--- config.mk ---
export PLATFORM = sky130hd
export DESIGN_NAME = bidir_tick_counter
export DESIGN_NICKNAME = d
export VERILOG_FILES = /design/src/rtl/bidir_tick_counter.sv
export SDC_FILE = /design/constraint.sdc
export NUM_CORES = 1
export LEC_CHECK = 0
export ABC_AREA = 1
export BUFFER_PORTS_ARGS = -buffer_cell sky130_fd_sc_hd__buf_2
export CAP_MARGIN = 5
export CORE_MARGIN = 3
export CORE_UTILIZATION = 25
export CTS_BUF_LIST = sky130_fd_sc_hd__clkbuf_16
export CTS_CLUSTER_SIZE = 12
export DETAILED_ROUTE_END_ITERATION = 8
export GPL_TIMING_DRIVEN = 0
export SETUP_SLACK_MARGIN = 0.15
export SYNTH_ARGS = -nofsm -noshare
export SYNTH_HDL_FRONTEND = slang
export SYNTH_SLANG_ARGS = --single-unit
--- constraint.sdc ---
create_clock -name clk -period 4.9 [get_ports clk]
set_clock_uncertainty 0.2 [all_clocks]
set_input_delay 0 -clock clk [delete_from_list [all_inputs] [get_ports clk]]
set_output_delay 0 -clock clk [all_outputs]
set_load 0.005 [all_outputs]
--- src/rtl/bidir_tick_counter.sv ---
module bidir_tick_counter #(
  parameter int W = 8
) (
  input  logic         clk,
  input  logic         rst_n,
  input  logic [2:0]   clk_sel,
  input  logic [1:0]   mode,
  input  logic [W-1:0] match_val,
  input  logic         ext_step,
  input  logic         ext_down,
  input  logic         ext_clear,
  input  logic         wr_en,
  input  logic [W-1:0] wr_data,
  input  logic         ovf_clr,
  input  logic         irq_ack,
  input  logic         ovf_ie,
  output logic [W-1:0] count,
  output logic         at_top,
  output logic         at_bottom,
  output logic         ovf_flag,
  output logic         irq
);
  localparam int PW = 10;
  localparam logic [W-1:0] MAXV = '1;
  localparam logic [W-1:0] ONE  = W'(1);

  logic [PW-1:0] pre;
  logic          tick;
  logic [W-1:0]  cnt, nxt;
  logic          dn, nxt_dn, go_up, wrap, set_ovf;

  always_ff @(posedge clk) begin
    if (!rst_n) pre <= '0;
    else        pre <= pre + 1'b1;
  end

  always_comb begin
    case (clk_sel)
      3'd1:    tick = 1'b1;
      3'd2:    tick = &pre[2:0];
      3'd3:    tick = &pre[4:0];
      3'd4:    tick = &pre[5:0];
      3'd5:    tick = &pre[6:0];
      3'd6:    tick = &pre[7:0];
      3'd7:    tick = &pre[9:0];
      default: tick = 1'b0;
    endcase
  end

  assign at_top    = (cnt == MAXV);
  assign at_bottom = (cnt == '0);
  assign go_up     = at_bottom | (~at_top & ~dn);

  always_comb begin
    nxt    = cnt;
    nxt_dn = dn;
    wrap   = 1'b0;
    case (mode)
      2'd0: begin
        nxt  = cnt + ONE;
        wrap = at_top;
      end
      2'd1: begin
        nxt    = go_up ? cnt + ONE : cnt - ONE;
        nxt_dn = ~go_up;
        wrap   = ~go_up & (cnt == ONE);
      end
      2'd2: begin
        if (cnt == match_val) begin
          nxt  = '0;
          wrap = 1'b1;
        end else begin
          nxt  = cnt + ONE;
          wrap = at_top;
        end
      end
      default: begin
        if (ext_clear) nxt = '0;
        else if (ext_step) begin
          nxt  = ext_down ? cnt - ONE : cnt + ONE;
          wrap = ext_down ? at_bottom : at_top;
        end
      end
    endcase
  end

  assign set_ovf = tick & ~wr_en & wrap;

  always_ff @(posedge clk) begin
    if (!rst_n) begin
      cnt <= '0;
      dn  <= 1'b0;
    end else if (wr_en) begin
      cnt <= wr_data;
    end else if (tick) begin
      cnt <= nxt;
      dn  <= nxt_dn;
    end
  end

  always_ff @(posedge clk) begin
    if (!rst_n)                  ovf_flag <= 1'b0;
    else if (set_ovf)            ovf_flag <= 1'b1;
    else if (ovf_clr | irq_ack)  ovf_flag <= 1'b0;
  end

  assign count = cnt;
  assign irq   = ovf_flag & ovf_ie;

  assert_stop_holds_R2: assert property (@(posedge clk) disable iff (!rst_n)
    (clk_sel == 3'd0 && !wr_en) |=> $stable(count));

  assert_write_wins_R8: assert property (@(posedge clk) disable iff (!rst_n)
    wr_en |=> (count == $past(wr_data)));

  assert_up_wrap_R4: assert property (@(posedge clk) disable iff (!rst_n)
    (tick && !wr_en && mode == 2'd0 && at_top) |=> (count == '0 && ovf_flag));

  assert_bounce_top_R5: assert property (@(posedge clk) disable iff (!rst_n)
    (tick && !wr_en && mode == 2'd1 && at_top) |=> (count == MAXV - ONE));

  assert_ack_clears_R10: assert property (@(posedge clk) disable iff (!rst_n)
    (irq_ack && clk_sel == 3'd0) |=> !ovf_flag);
endmodule

==> results of run 1 <==
-- logic make-up (layout without fill, tap and decap cells) --
logic type	Yosys count	in the layout	share of synthesized area
adder cells (fa/ha/maj)	10	10	0.05914
flip-flops	20	20	0.1892
AO/OA/AOI/OAI	49	49	0.1325
buffers and inverters	56	113	0.1200
XOR/XNOR	8	8	0.03312
AND/OR/NAND/NOR	213	213	0.4660
-- sequential cells by signal, summed over array words and instances (netlist names) --
signal,flops
count,8
pre,10
ovf_flag,1
dn,1
-- per-stage QoR --
stage	worst slack, ns	hold WS (ns)	total power [mW]
final	2.574	-0.007166	0.6111
after global routing	2.385	0.04775	0.6526
after CTS	2.588	0.009622	0.6150
after detailed placement	2.610	0.05495	0.3789
after global placement	2.635	0.04752	0.3758
after floorplan	2.992	-0.1209	0.3208
-- power groups by stage --
stage | combinational (mW) | clock [mW] | sequential, mW
4_1_cts | 0.205 | 0.232 | 0.178
5_1_grt | 0.234 | 0.238 | 0.180
3_5_place_dp | 0.197 | 0 | 0.182
6_report | 0.205 | 0.228 | 0.178
3_3_place_gp | 0.194 | 0 | 0.182
2_1_floorplan | 0.140 | 0 | 0.181
-- synth_stat cells (3+ instances only) --
cell type  number  share of area
a21oi_1        17          0.040
a21oi_2         7          0.029
buf_6           4          0.021
clkbuf_1        3         0.0053
clkinv_1        3         0.0053
dfxtp_1        20           0.19
ha_1           10          0.059
inv_1          38          0.067
nand2_1       115           0.20
nand2_2         6          0.018
nand2_4         3          0.016
nand3_1        31          0.073
nand4_1         4          0.012
nor2_1         32          0.057
nor2_2          6          0.018
nor3_1          5          0.012
nor4_1          3         0.0089
o21ai_0        16          0.038
o21ai_1         6          0.014
xnor2_1         7          0.029
-- worst min-delay path by stage --
stage,start,to,depth (start not counted)
global placement,ovf_ie,irq,4
CTS,ext_step,ovf_flag$_SDFFE_PN0P_,5
global route,wr_en,count[5]$_SDFFE_PN0P_,5
floorplan,ovf_ie,irq,2
finish,ext_step,ovf_flag$_SDFFE_PN0P_,5
detailed placement,ovf_ie,irq,4
-- per-layer routing --
metal / share of wire / up-vias / track usage
met1: 0.47 / 1062 / 0.1847
met4: 0.0051 / 0 / 0.02023
met3: 0.056 / 4 / 0.02000
met2: 0.47 / 67 / 0.2414
met5: 0 / - / 0
li1: - / 1249 / -
-- worst max-delay path: cells and delay by family, from the launching register on --
kind / cells / cell delay, ns
AO/OA/AOI/OAI: 2 / 0.33
adder cells (fa/ha/maj): 1 / 0.35
flip-flops: 1 / 0.52
AND/OR/NAND/NOR: 9 / 0.81
-- final cells by class --
cell class / instances / area share
Clock buffer: 3 / 0.02808
Timing Repair Buffer: 53 / 0.1217
Buffer: 11 / 0.02995
Tap cell: 102 / 0.04773
Multi-Input combinational cell: 280 / 0.5466
Inverter: 45 / 0.06504
Sequential cell: 20 / 0.1497
Clock inverter: 1 / 0.01123
-- timing repair --
item                       in CTS  in global routing
setup endpoints to repair       0                  0
hold buffers                   12                  0
hold endpoints to repair       17                  0
==> results.cfg, run 1 <==
[clock_network]
cts.htree.levels = 1
clkSlewWorstSetupHoldPaths_ns = 0.06
post_cts_buffers = 0
root_buffer = clkbuf_16
ctsResizeCount = 0
cts_sinks = 20
cts_buffers = 3
clock_latency_ns = 0.25
cts_tree = built
clockBufferDepth = 2

[sta]
timing_hold_violations_final = 1
holdWs_ns = -0.007166
fmax_mhz = 429.9
tightestPinTransition_ns = 0.5731
rsz0062_at_grt = no
slew_viol_final = 0
slew_headroom = 0.6179
setup_viol = 0
finalCritPeriodShare = 0.4748
min_period_ns = 2.326
fin_tns_setup_ns = 0

[worst_setup_path]
r2r_start = count[1]$_SDFFE_PN0P_
cp_cell_sequence = ha_1, nand2_4, nor2_4, nand2_2, a21oi_2, nand2_1, nand3_1, nand3_1, nand2_1, nand2_1, nand2_1, a21oi_2
rrSetupSlack_ns = 2.57
crit_fanout = 7
worstSetupEndpointType = register
r2r-end = count[5]$_SDFFE_PN0P_
path_class = reg -> reg
worst_setup_path_start_kind = register
crit_path_top_delay_cell = dfxtp_1
crit_arrival_ns = 2.25
slowest_delay_ns = 0.52
startpoint = count[1]$_SDFFE_PN0P_
crit_required_ns = 4.82
r2r_cells = 12
cp-endpoint = count[5]$_SDFFE_PN0P_
cp_common_cell = nand2_1

[finish]
multi_input_area_um2 = 1461
finalNonFillerCells = 515
utilization = 0.3356
nFillCells = 884
regArea_um2 = 400.4
diodes = 0
design_area_um2 = 2674
nets = 454
final_common_cell = nand2_1
layout-drive-gt1-share = 0.2082
layout.cells.most_common_list = nand2_1, buf_2, inv_1
syn_to_final_growth_pct = 26.37

[power_and_ir_drop]
cellPowerDensity_nw_per_um2 = 228.6
combPwrFrac = 0.335
power.internal_mw = 0.4113
p_clk_frac = 0.373
leakage_nw = 1.313
vdd_drop_max_v = 0.0001429
power_switching_mw = 0.1998
switching_share = 0.3270
seqPwrFrac = 0.292

[global_route]
grt_pass1_vias = 2380
grt_remaining_overflow = 0
grt_pass1_wl_mm = 11.19
antenna_found_initial = 0
grt_max_degree = 13
grt_usage = 0.1385

[place]
dpl_cell_area_um2 = 2449
dpl.hpwl_mm = 5.000
io_buffers = 41
gp_congestion = 0.8774
placed_cells = 499

[die]
ios = 42
die_w_um = 98.00
coreArea_um2 = 7968
initial_core_util = 0.2655
die_h_um = 98.00
die_area_um2 = 9603
rows = 32

[yosys]
async_reset_ff_frac = 0
ys_warn_count = 0
synth_edf_count = 0
synthDistinctLibCells = 34
synth_area_per_cell_um2 = 5.943
syn_area_um2 = 2116
synthCells = 356
ys_seq_area_frac = 0.1892
ys_seq_elements = 20
synth_nets = 396
synth_top_flop_cell = dfxtp_1

[routing]
drt_wl_total_mm = 6.285
routedWlPerCell_um = 12.20
drtAntennaViolNets = 0
drtIter0Drc = 193
route.vias.total = 2382
first_pass_iters = 4
avgViaCountPerCell = 4.625
drc = 0

[hold_path]
hold_path.class = in -> reg

[run_status]
outcome = finished with violations
violations = negative hold slack

[flow_run]
cap_violations = 0
Note: power is estimated with default switching activity, not from simulation.
==> inputs of run 2 (changes only) <==
Clock period 4.9 ns to 2.38 ns, I/O delays scaled along.
==> results.cfg, run 2 (synthesis gave the netlist of run 1 again) <==
[worst_setup_path]
worstSetupEndpointType = register
slowest_delay_ns = 0.46
crit_arrival_ns = 1.95
crit_fanout = 7
path_class = reg -> reg
critPathBufInv = 0
crit_required_ns = 2.30
crit_path_top_delay_cell = dfxtp_2
cp_common_cell = nand2_1
cp_cell_sequence = ha_4, nand2_4, nor2_4, nand2_2, a21oi_4, nand2_1, nand3_1, nand3_1, nand2_1, nand2_1, nand2_1, a21oi_2
worst_setup_path_start_kind = register
cpLargestDelayFamily = simple AND/OR/NAND/NOR gates

[place]
dpl_cell_area_um2 = 2449
gp_congestion = 0.8774
dpl.hpwl_mm = 5.000
post-place-ws_ns = 0.08959
io_buffers = 41
placed_cells = 499

[sta]
rsz0062_at_grt = no
tightestPinTransition_ns = 0.5969
holdWs_ns = -0.006457
min_period_ns = 2.028
slew_headroom = 0.6021
slew_viol_final = 0
timing_hold_violations_final = 1
finalCritPeriodShare = 0.8522
setup_viol = 0
fin_tns_setup_ns = 0
finalWorstSetupSlack_ns = 0.3519
fmax_mhz = 493.1

[finish]
utilization = 0.3390
syn_to_final_growth_pct = 27.68
final_common_cell = nand2_1
finalNonFillerCells = 515
layout.cells.most_common_list = nand2_1, buf_2, inv_1
nFillCells = 879
diodes = 0
design_area_um2 = 2701
layout-drive-gt1-share = 0.2179
largest_reg_flops = 10
nets = 454
largest-register = pre

[global_route]
grt_max_degree = 13
antenna_found_initial = 0
grt_pass1_wl_mm = 11.21
grt_pass1_vias = 2389
grt_usage = 0.1388
grt_remaining_overflow = 0

[clock_network]
clock_latency_ns = 0.25
post_cts_buffers = 0
cts.htree.levels = 1
clkSlewWorstSetupHoldPaths_ns = 0.06
cts_sinks = 20
cts_buffers = 3
cts_tree = built
root_buffer = clkbuf_16
clockBufferDepth = 2

[routing]
route.vias.total = 2390
drc = 0
first_pass_iters = 4
drtIter0Drc = 191
drtAntennaViolNets = 0
routedWlPerCell_um = 12.42
drt_wl_total_mm = 6.396
avgViaCountPerCell = 4.641

[power_and_ir_drop]
power.total_mw = 1.267
vdd_drop_max_v = 0.0002931
combPwrFrac = 0.337
leakage_nw = 1.314
seqPwrFrac = 0.292
switching_share = 0.3297
cellPowerDensity_nw_per_um2 = 468.9
power.internal_mw = 0.8490
power_switching_mw = 0.4176
p_clk_frac = 0.371

[flow_run]
cap_violations = 0

[die]
die_h_um = 98.00
rows = 32
die_area_um2 = 9603
die_w_um = 98.00
coreArea_um2 = 7968
ios = 42
initial_core_util = 0.2655

[run_status]
violations = negative hold slack
outcome = finished with violations

[hold_path]
hold_path.class = in -> reg
[run 2: final cells by class]
cell class                 count  area, um2  area share
clock buffer                   3      75.07     0.02779
inverter                      45      176.4     0.06531
buffer                        11      80.08     0.02964
multi-input combinational    280       1484      0.5493
timing repair buffer          53      325.3      0.1204
sequential                    20      402.9      0.1491
clock inverter                 1      30.03     0.01112
tap                          102      127.6     0.04724
[run 2: worst paths after layout]
path         cells past startpoint               endpoint  slack [ns]             startpoint
max reg2reg                     12  count[5]$_SDFFE_PN0P_        0.35  count[0]$_SDFFE_PN0P_
max                             12  count[5]$_SDFFE_PN0P_        0.35  count[0]$_SDFFE_PN0P_
min                              5  ovf_flag$_SDFFE_PN0P_      -0.006               ext_step
min reg2reg                      1      pre[0]$_SDFF_PN0_        0.26      pre[0]$_SDFF_PN0_
[run 2: worst register-to-register path: stages, from the launching register on]
cell     delay, ns
dfxtp_2       0.46
ha_4          0.21
nand2_4       0.06
nor2_4        0.09
nand2_2       0.13
a21oi_4       0.22
nand2_1       0.08
nand3_1       0.08
nand3_1       0.09
nand2_1       0.07
nand2_1       0.07
nand2_1       0.08
a21oi_2       0.05
[run 2: repair_timing]
item / CTS / global route
hold buffers: 12 / 0
setup endpoints to repair: 4 / 6
endpoints found under the hold margin: 17 / 0
gates resized for setup: 3 / 5
[run 2: power groups by stage]
stage	clock, mW	sequential [mW]	combinational (mW)
after floorplan	0	0.373	0.288
after global placement	0	0.374	0.400
after detailed placement	0	0.375	0.405
after CTS	0.478	0.368	0.422
after global routing	0.491	0.373	0.486
final	0.470	0.370	0.427
[run 2: per-layer routing]
layer  GRT usage  vias up  part of all wire
met1      0.1842     1054              0.46
met4     0.02023        0            0.0066
met3     0.02000        7             0.058
met5           0        -                 0
met2      0.2429       78              0.48
li1            -     1251                 -
